`src/rtl/dpf_pkg.sv`:
```
package dpf_pkg;

   // Mode select encoding; the reserved value aliases port-A single mode.
   typedef enum logic [1:0] {
      DPF_PAIR   = 2'b00,
      DPF_SOLO_A = 2'b01,
      DPF_SOLO_B = 2'b10,
      DPF_ALIAS  = 2'b11
   } dpf_mode_e;

   typedef struct packed {
      logic pair;     // interleaved, divider running
      logic solo_b;   // single-port on port B
   } dpf_route_t;

   function automatic dpf_route_t dpf_decode(input logic [1:0] sel);
      dpf_route_t r;
      r.pair   = (sel == DPF_PAIR);
      r.solo_b = (sel == DPF_SOLO_B);
      return r;
   endfunction

   function automatic int unsigned dpf_full_scale(input int unsigned w);
      return (32'd1 << w) - 32'd1;
   endfunction

endpackage

```
`src/rtl/dpf_phase_div.sv`:
```
module dpf_phase_div #(
   parameter bit PHASE_AT_RESET = 1'b1
) (
   input  logic clk,
   input  logic rst,
   input  logic run,
   output logic phase_q,
   output logic capture
);

   // Phase register: forced to its reset level, toggled while running,
   // parked at the reset level while the divider is stopped.
   always_ff @(posedge clk) begin
      if (rst)
         phase_q <= PHASE_AT_RESET;
      else if (run)
         phase_q <= ~phase_q;
      else
         phase_q <= PHASE_AT_RESET;
   end

   // The capture edge is the one on which the phase rises.
   generate
      if (PHASE_AT_RESET) begin : g_rise_low_start
         assign capture = run & ~rst & ~phase_q;
      end else begin : g_rise_high_start
         assign capture = run & ~rst & phase_q;
      end
   endgenerate

endmodule

```
`src/rtl/dpf_in_latch.sv`:
```
module dpf_in_latch #(
   parameter int unsigned WIDTH = 14
) (
   input  logic             clk,
   input  logic             rst,
   input  logic             load,
   input  logic [WIDTH-1:0] din,
   output logic [WIDTH-1:0] q
);

   always_ff @(posedge clk) begin
      if (rst)
         q <= '0;
      else if (load)
         q <= din;
   end

endmodule

```
`src/rtl/dpf_out_stage.sv`:
```
module dpf_out_stage #(
   parameter int unsigned WIDTH    = 14,
   parameter bit          COMP_REG = 1'b1
) (
   input  logic             clk,
   input  logic             rst,
   input  logic             pick_b,
   input  logic [WIDTH-1:0] word_a,
   input  logic [WIDTH-1:0] word_b,
   output logic [WIDTH-1:0] code,
   output logic [WIDTH-1:0] code_n
);

   localparam logic [WIDTH-1:0] FULL = {WIDTH{1'b1}};

   logic [WIDTH-1:0] next_code;

   assign next_code = pick_b ? word_b : word_a;

   always_ff @(posedge clk) begin
      if (rst)
         code <= '0;
      else
         code <= next_code;
   end

   generate
      if (COMP_REG) begin : g_comp_reg
         // Complement held in its own register, no subtractor after the latch.
         always_ff @(posedge clk) begin
            if (rst)
               code_n <= FULL;
            else
               code_n <= FULL - next_code;
         end
      end else begin : g_comp_comb
         assign code_n = FULL - code;
      end
   endgenerate

endmodule

```
`src/rtl/dac_pair_front.sv`:
```
module dac_pair_front #(
   parameter int unsigned CODE_W   = 14,
   parameter bit          COMP_REG = 1'b1
) (
   input  logic              clk,
   input  logic              rst,
   input  logic [1:0]        mode_sel,
   input  logic [CODE_W-1:0] port_a,
   input  logic [CODE_W-1:0] port_b,
   output logic              word_clk,
   output logic [CODE_W-1:0] code,
   output logic [CODE_W-1:0] code_n
);
   import dpf_pkg::*;

   localparam int unsigned N_PORTS = 2;

   generate
      if (CODE_W < 2 || CODE_W > 24) begin : g_bad_width
         $error("dac_pair_front: CODE_W out of supported range 2..24");
      end
   endgenerate

   dpf_route_t route;
   logic       phase_q;
   logic       capture;
   logic       pick_b;

   logic [N_PORTS-1:0]             load;
   logic [N_PORTS-1:0][CODE_W-1:0] port_bus;
   logic [N_PORTS-1:0][CODE_W-1:0] latch_q;

   assign route       = dpf_decode(mode_sel);
   assign port_bus[0] = port_a;
   assign port_bus[1] = port_b;

   dpf_phase_div #(
      .PHASE_AT_RESET (1'b1)
   ) u_div (
      .clk     (clk),
      .rst     (rst),
      .run     (route.pair),
      .phase_q (phase_q),
      .capture (capture)
   );

   // Load enables: both ports together on the capture edge when interleaved,
   // only the selected port on every edge otherwise.
   assign load[0] = route.pair ? capture : ~route.solo_b;
   assign load[1] = route.pair ? capture :  route.solo_b;

   generate
      for (genvar p = 0; p < N_PORTS; p++) begin : g_port
         dpf_in_latch #(
            .WIDTH (CODE_W)
         ) u_lat (
            .clk  (clk),
            .rst  (rst),
            .load (load[p]),
            .din  (port_bus[p]),
            .q    (latch_q[p])
         );
      end
   endgenerate

   // Interleaved: word A while the phase is high (first half after capture),
   // word B while low. Single-port: the selected latch.
   assign pick_b = route.pair ? ~phase_q : route.solo_b;

   dpf_out_stage #(
      .WIDTH    (CODE_W),
      .COMP_REG (COMP_REG)
   ) u_out (
      .clk    (clk),
      .rst    (rst),
      .pick_b (pick_b),
      .word_a (latch_q[0]),
      .word_b (latch_q[1]),
      .code   (code),
      .code_n (code_n)
   );

   assign word_clk = phase_q;

endmodule

```
`config.mk`:
```
export PLATFORM = sky130hd
export DESIGN_NAME = dac_pair_front
export DESIGN_NICKNAME = d
export VERILOG_FILES = /design/src/rtl/dpf_pkg.sv /design/src/rtl/dpf_phase_div.sv /design/src/rtl/dpf_in_latch.sv /design/src/rtl/dpf_out_stage.sv /design/src/rtl/dac_pair_front.sv
export SDC_FILE = /design/constraint.sdc
export NUM_CORES = 1
export LEC_CHECK = 0
export ABC_AREA = 1
export BUFFER_PORTS_ARGS = -buffer_cell sky130_fd_sc_hd__buf_2
export CAP_MARGIN = 20
export CORE_AREA = 2 2 80 82
export DETAILED_ROUTE_END_ITERATION = 10
export DIE_AREA = 0 0 82 84
export SYNTH_ARGS = -nofsm -noshare
export SYNTH_HDL_FRONTEND = slang
export SYNTH_HIERARCHICAL = 1
export SYNTH_SLANG_ARGS = --single-unit
```
`constraint.sdc`:
```
create_clock -name clk -period 1.1 [get_ports clk]
set_clock_uncertainty 0.1 [all_clocks]
set_input_delay 0 -clock clk [delete_from_list [all_inputs] [get_ports clk]]
set_output_delay 0 -clock clk [all_outputs]
set_load 0.02 [all_outputs]
```
## Word level (Yosys, flattened, before mapping)

Index checks and enable logic that the tools add are counted.

- Register bits after elaboration: 57
- Logic and storage cells: 19
- Output and inout bits: 29
- Bits of input ports: 32

- Muxes and demuxes: 4
- Reductions and logical operators: 2
- Equality and inequality tests: 1
- Bitwise logic cells: 6
- Add/subtract/negate cells: 1

Operators by type and width:

| operator | count |
|---|---|
| 14-bit 2-to-1 mux | 1 |
| 14-bit subtractor (first input constant) | 1 |
| 1-bit inverter | 4 |
| 1-bit 2-to-1 mux | 3 |
| 1-bit AND | 2 |
| 2-bit == test (second input constant) | 1 |
| 2-bit logical NOT | 1 |
| 2-bit OR reduction | 1 |

## Longest topological paths before layout

Gate-level depths: netlist of the first run.

- Word-level depth: 4
- Depth in mapped cells: 10
- Mapped depth without buffers: 8

## Cells and area by module

Netlist of the first run, hierarchy kept.

By module, submodules not included:

| module | instances | seq. area each (um2) | area each (um2) | cells an instance |
|---|---|---|---|---|
| dpf_in_latch | 2 | 280.3 | 588.1 | 89 |
| dpf_out_stage | 1 | 560.5 | 1083.5 | 132 |
| dpf_phase_div | 1 | 20.0 | 38.8 | 5 |
| dac_pair_front | 1 | 0.0 | 35.0 | 8 |

## Worst setup path after synthesis of the first run

Ideal clock, no wire load.

- Path type: register to register
- Start: register u_div.phase_q
- End: register g_port[1].u_lat.q[10]
- Arrival: 1.069 ns
- Clock period less this slack: 1.282 ns
- Library setup time: 0.113 ns
- Data required time: 0.887 ns
- Path slack: -0.182 ns
- Buffers on the path: 2
- Stages on the path, launching flop included: 8
- Cell sequence: dfxtp_1 -> nor2_2 -> nor2_1 -> nor2_1 -> buf_6 -> buf_6 -> nor2_1 -> nor2_1

- Cells in the longest elaborated chain, start to end: 3

RTL lines:

| what | RTL line | RTL |
|---|---|---|
| start: declaration | dpf_phase_div.sv:7 | `output logic phase_q,` |
| start signal: assignment | dpf_phase_div.sv:17 | `phase_q <= ~phase_q;` |
| 1-bit inverter | dpf_phase_div.sv:25 | `assign capture = run & ~rst & ~phase_q;` |
| 1-bit AND | dpf_phase_div.sv:25 |  |
| named net capture | dac_pair_front.sv:26 | `logic capture;` |
| 1-bit 2-to-1 mux | dac_pair_front.sv:50 | `assign load[1] = route.pair ? capture : route.solo_b;` |
| named net load[1] | dac_pair_front.sv:29 | `logic [N_PORTS-1:0] load;` |
| end signal: assignment | dpf_in_latch.sv:15 | `q <= din;` |
| end: declaration | dpf_in_latch.sv:8 | `output logic [WIDTH-1:0] q` |

The timed path passes the listed nets, and every way through them passes these cells.
A chain may end at the register's enable or synchronous reset.

## Worst setup path after layout of the first run

- Start: register u_div.phase_q
- End: register g_port[0].u_lat.q[12]

- Cells in the longest elaborated chain, start to end: 3

RTL lines:

| what | RTL line | RTL |
|---|---|---|
| 1-bit inverter | dpf_phase_div.sv:25 |  |
| 1-bit AND | dpf_phase_div.sv:25 |  |
| named net capture | dac_pair_front.sv:26 |  |
| 1-bit 2-to-1 mux | dac_pair_front.sv:49 | `assign load[0] = route.pair ? capture : ~route.solo_b;` |
| named net load[0] | dac_pair_front.sv:29 |  |
| end signal: assignment | dpf_in_latch.sv:15 |  |
| end: declaration | dpf_in_latch.sv:8 |  |

The timed path passes the listed nets, and every way through them passes these cells.

==> results of run 1 <==
==> through the flow <==
step                      power (mW)  utilization  std cells  TNS, ps  hold WS (ps)
after floorplan                 2.82            -        323    -1810         -15.1
after global placement          3.02        0.449        454    -2750           131
after detailed placement        3.03        0.449        454    -3910           117
after CTS                       4.92        0.562        507    -4490          30.1
after global routing            5.16        0.580        507    -8070          48.4
final                           4.90        0.580        507    -4770          57.8
==> critical path, cell delays in order, from the launching register on <==
cell	delay, ps
dfxtp_4	360
nor2_4	120
nand2_2	80
nand2_4	120
clkbuf_16	180
nand2_2	50
nand2_1	50
nor2_1	50
==> registers in the layout (all words and copies together) (netlist names) <==
signal          count
u_out/code_n       14
u_out/code         14
u_div/phase_q       1
g_port.u_lat/q     28
==> power groups by stage <==
| stage | registers (mW) | logic [mW] | clock network [mW] |
|---|---|---|---|
| 2_1_floorplan | 2.41 | 0.415 | 0 |
| 3_3_place_gp | 2.32 | 0.695 | 0 |
| 3_5_place_dp | 2.32 | 0.703 | 0 |
| 4_1_cts | 2.28 | 0.889 | 1.75 |
| 5_1_grt | 2.30 | 1.04 | 1.83 |
| 6_report | 2.28 | 0.937 | 1.68 |
==> placed cells by master (no fill, tap or decap), types with 2 or more instances in the layout <==
cell           instances
buf_2                 59
nand2_1               51
nor2_4                11
buf_6                  3
buf_4                  6
dlygate4sd3_1         30
dfxtp_1               56
nand2_4               10
buf_12                 4
inv_1                 45
buf_16                 2
nor2_2                12
nor2_1                79
clkbuf_16              2
nand2_2               40
inv_2                  3
clkbuf_8              12
==> path summary, 6_finish.rpt <==
check | to | cells after the start | slack (ps) | from
min | u_out/code_n[8]$_SDFF_PP1_ | 4 | 60 | rst
max | g_port[0].u_lat/q[12]$_SDFFE_PP0P_ | 7 | -120 | u_div/phase_q$_SDFF_PP1_
min reg2reg | g_port[1].u_lat/q[1]$_SDFFE_PP0P_ | 2 | 370 | g_port[1].u_lat/q[1]$_SDFFE_PP0P_
max reg2reg | g_port[0].u_lat/q[12]$_SDFFE_PP0P_ | 7 | -120 | u_div/phase_q$_SDFF_PP1_
==> cell families (layout without fill, tap and decap cells) <==
family                 Yosys count  count (layout)
and+or+nand+nor                204             204
buffers and inverters           61             168
DFF                             57              57
AOI/OAI and AO/OA                1               1
==> timing repair <==
action                                  in CTS  in global routing
hold endpoints to repair                    29                  0
setup buffers                                6                  1
hold buffers                                30                  0
endpoints found under the setup margin      52                 57
gates cloned                                 4                  2
pin swaps                                    7                 29
gates resized for setup                     21                 41
==> layout make-up <==
cell class	count	area share
Multi-Input combinational cell	205	0.303
Tap cell	77	0.0272
Sequential cell	57	0.324
Timing Repair Buffer	107	0.247
Inverter	48	0.0510
Clock buffer	13	0.0478
==> per-layer routing <==
layer,vias to the layer above,GRT usage,share of wire
met3,7,0.0823,0.071
li1,1128,-,-
met1,1017,0.197,0.41
met5,-,0,0
met2,56,0.297,0.51
met4,0,0.0455,0.011
==> results.yml, run 1 <==
outcome:
  status: "complete, but fails checks"
  violations: "setup timing"
placement:
  gp_congestion: 0.751
  io_buffers: 60
  dpl_cell_area_sq_mm: 0.00274
  dp_slack_ps: -126
  dp_hpwl_um: 3370
yosys:
  syn_inst: 323
  synth_simple_gate_area_frac: 0.368
  yosysSeqAreaShare: 0.489
  synth_top_family_by_area: "simple AND/OR/NAND/NOR gates"
  synthesis.nets: 355
  ys_top_cells_by_area: "dfxtp_1 49%, nand2_1 15%, nor2_1 14%, inv_1 7.2%, buf_6 4.3%"
  synth_compound_area_frac: 0.00375
  yosys.cell_count.top_type: "nand2_1"
  ys_warn_count: 6
  synthTopCellsByCount: "95 x nand2_1, 87 x nor2_1, 57 x dfxtp_1, 45 x inv_1"
  ys_types: 14
  ys.flop_type: "dfxtp_1"
  yosysTopAreaCell: "dfxtp_1"
  synth_xor_area_frac: 0
  async_flop_share: 0
  postSynthAreaPerCell_sq_um: 7.22
  synth_edf_count: 0
  synthAdderAreaFrac: 0
  syn_area_sq_mm: 0.00233
  synthMuxAreaShare: 0
  synth-seq-cells: 57
  synth_top_cell_area_share: 0.489
setup_path:
  cp-start-kind: "register"
  critical_path_class: "reg2reg"
  required_ps: 1220
  cp_data_arrival_time_ps: 1350
  cp_max_fo: 7
  worstSetupEndpointType: "register"
pwr:
  power_frac_seq: 0.466
  max-vdd-ir-drop_mv: 0.855
  switchingPower_mw: 1.30
  intPower_mw: 3.60
  clockPowerShare: 0.343
  pwr-share-comb: 0.191
  swShare: 0.265
  p_leak_nw: 1.76
  p_per_area_mw_per_mm2: 1390
sta:
  finalHoldViolCount: 0
  fin_ws_ps: -122
  slew_violations: 0
  setup_viol: 56
  finalCritPeriodShare: 1.11
  rsz0062_at_grt: "true"
  relSlewSlack: 0.672
  fmax_mhz: 818
  fin_crit_ps: 1220
  worst_slew_pin_slew_ps: 492
flow_run:
  maxCapViolCount: 0
cts:
  cts_htree_levels: 3
  cts.sinks: 57
  worstSkewPairLatency_ps: 330
  clk_pin_slew_ps: 60
  cts_buffer_depth: 2
  cts_tree: "done"
  cts_made_buffers: 9
  root_buffer: "clkbuf_8"
min_path:
  min_path_type: "in2reg"
final_layout:
  nets: 460
  area_growth_pct: 51.5
  seqCellArea_sq_mm: 0.00114
  diodes: 0
  multi_input_area_sq_mm: 0.00107
  drive_gt1_frac: 0.388
  fillers: 578
  fin_area_sq_mm: 0.00354
detailed_routing:
  wl_per_cell_um: 11.0
  drt_pass1_iterations: 4
  drtIter0Drc: 73
  drc: 0
  wl_um: 5560
  vias: 2208
  ant_nets: 0
  vias_per_cell: 4.36
global_route:
  grt_antenna_before_repair: 0
  grt_max_degree: 18
  overflow: 0
  grt_pass1_wl_um: 9090
  grt.total_usage: 0.176
  first_global_vias: 2094
floorplanning:
  fp.dieH_um: 84
  dieWidth_um: 82
  fp-row-count: 29
  initial_core_util: 0.383
  coreArea_sq_mm: 0.00610
  io_pins: 61
  dieArea_sq_mm: 0.00689
(Power assumes the default switching activity.)
==> inputs of run 2 (changes only) <==
--- a/config.mk
+++ b/config.mk
@@ -8,9 +8,10 @@
 export ABC_AREA = 1
 export BUFFER_PORTS_ARGS = -buffer_cell sky130_fd_sc_hd__buf_2
 export CAP_MARGIN = 20
-export CORE_AREA = 2 2 80 82
+export CORE_AREA = 2 2 74 76
 export DETAILED_ROUTE_END_ITERATION = 10
-export DIE_AREA = 0 0 82 84
+export DIE_AREA = 0 0 76 78
+export PLACE_DENSITY = 0.73
 export SYNTH_ARGS = -nofsm -noshare
 export SYNTH_HDL_FRONTEND = slang
 export SYNTH_HIERARCHICAL = 1
==> constraint.sdc (replaced) <==
create_clock -name clk -period 1.1 [get_ports clk]
set_clock_uncertainty 0.1 [all_clocks]
set_input_delay 0 -clock clk [delete_from_list [all_inputs] [get_ports clk]]
set_output_delay 0 -clock clk [all_outputs]
set_load 0.01 [all_outputs]
==> results.yml, run 2 (synthesis results as in run 1) <==
sta:
  relSlewSlack: 0.716
  fmax_mhz: 787
  slew_violations: 0
  rsz0062_at_grt: "true"
  worst_slew_pin_slew_ps: 426
  fin_ws_ps: -171
  fin_crit_ps: 1270
  finalCritPeriodShare: 1.16
  setup_viol: 56
  finalHoldViolCount: 0
placement:
  dpl_cell_area_sq_mm: 0.00269
  gp_congestion: 0.790
  dp_hpwl_um: 3230
  io_buffers: 60
  dp_slack_ps: -112
  dp.cells: 448
setup_path:
  critical_path_class: "reg2reg"
  r2r_slack_ps: -170
  required_ps: 1230
  cp-start-kind: "register"
  cp_data_arrival_time_ps: 1400
  r2r_start: "u_div/phase_q$_SDFF_PP1_"
  r2r_cells: 7
  r2r-end: "g_port[1].u_lat/q[4]$_SDFFE_PP0P_"
  cp_max_fo: 7
  worstSetupEndpointType: "register"
final_layout:
  multi_input_area_sq_mm: 0.00105
  nets: 459
  diodes: 0
  seqCellArea_sq_mm: 0.00114
  mostFrequentLayoutCells: "73 x nand2_1, 70 x nor2_1, 59 x buf_2, 56 x dfxtp_1, 45 x inv_1"
  final_common_cell: "nand2_1"
  finalCoreUtilization: 0.710
  top_register: "g_port.u_lat/q"
  top_regs: "g_port.u_lat/q (28), u_out/code (14), u_out/code_n (14)"
  largest_reg_flops: 28
  fillers: 384
  area_growth_pct: 53.4
  stdcell_count: 502
  drive_gt1_frac: 0.359
  fin_area_sq_mm: 0.00358
pwr:
  p_per_area_mw_per_mm2: 1460
  p_total_mw: 5.23
  p_leak_nw: 1.78
  max-vdd-ir-drop_mv: 0.834
global_route:
  grt_max_degree: 29
  grt.total_usage: 0.184
  grt_pass1_wl_um: 8510
  grt_antenna_before_repair: 0
  first_global_vias: 1980
  overflow: 0
floorplanning:
  io_pins: 61
  dieArea_sq_mm: 0.00593
  fp-row-count: 26
  initial_core_util: 0.463
  dieWidth_um: 76
  fp.dieH_um: 78
  coreArea_sq_mm: 0.00504
cts:
  root_buffer: "clkbuf_8"
  cts_buffer_depth: 2
  cts_made_buffers: 9
  cts.sinks: 57
  worstSkewPairLatency_ps: 340
  cts_tree: "done"
  clk_pin_slew_ps: 70
  cts_htree_levels: 3
outcome:
  status: "complete, but fails checks"
  violations: "setup timing"
min_path:
  min_path_type: "in2reg"
  hp-start: "rst"
  whs_path_depth: 4
  min_to: "u_out/code_n[6]$_SDFF_PP1_"
detailed_routing:
  ant_nets: 0
  drc: 0
  drt_pass1_iterations: 6
  wl_um: 6110
  drtIter0Drc: 116
  vias: 2242
  wl_per_cell_um: 12.2
  vias_per_cell: 4.47
flow_run:
  maxCapViolCount: 0
run 2: cell types whose count changed in the layout (fill, tap and decap cells not counted), sizes merged:
cell    before  now
clkbuf      15   19
clkinv       0    1
buf         75   71
bufinv       0    1
run 2: layout make-up:
type,instances,share of cell area
Multi-Input combinational cell,205,0.293
Timing Repair Buffer,106,0.254
Inverter,48,0.0503
Clock inverter,2,0.00979
Sequential cell,57,0.320
Clock buffer,14,0.0483
Tap cell,70,0.0245
run 2: timing repair:
action	CTS	global route
hold buffers	29	1
gates cloned	1	6
hold endpoints to repair	29	1
pin swaps	1	24
setup buffers	0	1
resized for setup	6	55
setup endpoints to repair	51	56
run 2: metrics by stage:
step,setup TNS [ps],hold WS (ps)
floorplan,-1080,-15.1
global placement,-1580,126
detailed placement,-3050,128
CTS,-3030,-219
global route,-8710,58.1
finish,-5770,57.0
run 2: power by group:
group / switching [mW] / internal [mW]
logic: 0.476 / 0.440
clock network: 0.802 / 1.23
registers: 0.0724 / 2.21
total: 1.35 / 3.88
run 2: critical path: stages, from the launching register on:
cell       delay [ps]
dfxtp_4           370
nor2_4             90
nor2_2             50
nor2_4            190
clkbuf_16         190
nand2_1            50
nand2_1            70
nor2_1             50
run 2: worst max path at each step:
| stage | from | cells past startpoint | endpoint |
|---|---|---|---|
| floorplan | u_div/phase_q$_SDFF_PP1_ | 8 | g_port[1].u_lat/q[10]$_SDFFE_PP0P_ |
| global placement | u_div/phase_q$_SDFF_PP1_ | 5 | u_out/code_n[5]$_SDFF_PP1_ |
| detailed placement | mode_sel[0] | 10 | g_port[1].u_lat/q[13]$_SDFFE_PP0P_ |
| CTS | u_div/phase_q$_SDFF_PP1_ | 7 | g_port[1].u_lat/q[13]$_SDFFE_PP0P_ |
| global route | u_div/phase_q$_SDFF_PP1_ | 7 | g_port[1].u_lat/q[0]$_SDFFE_PP0P_ |
| finish | u_div/phase_q$_SDFF_PP1_ | 7 | g_port[1].u_lat/q[4]$_SDFFE_PP0P_ |
run 2: layer usage:
layer  vias to the layer above  share of wire  track usage  routed length [um]
met2                        89           0.49        0.320                3020
met1                      1006           0.42        0.206                2570
met5                         -              0            0                   0
met3                        17          0.063       0.0744                 387
li1                       1130              -            -                   -
met4                         0          0.022       0.0655                 137
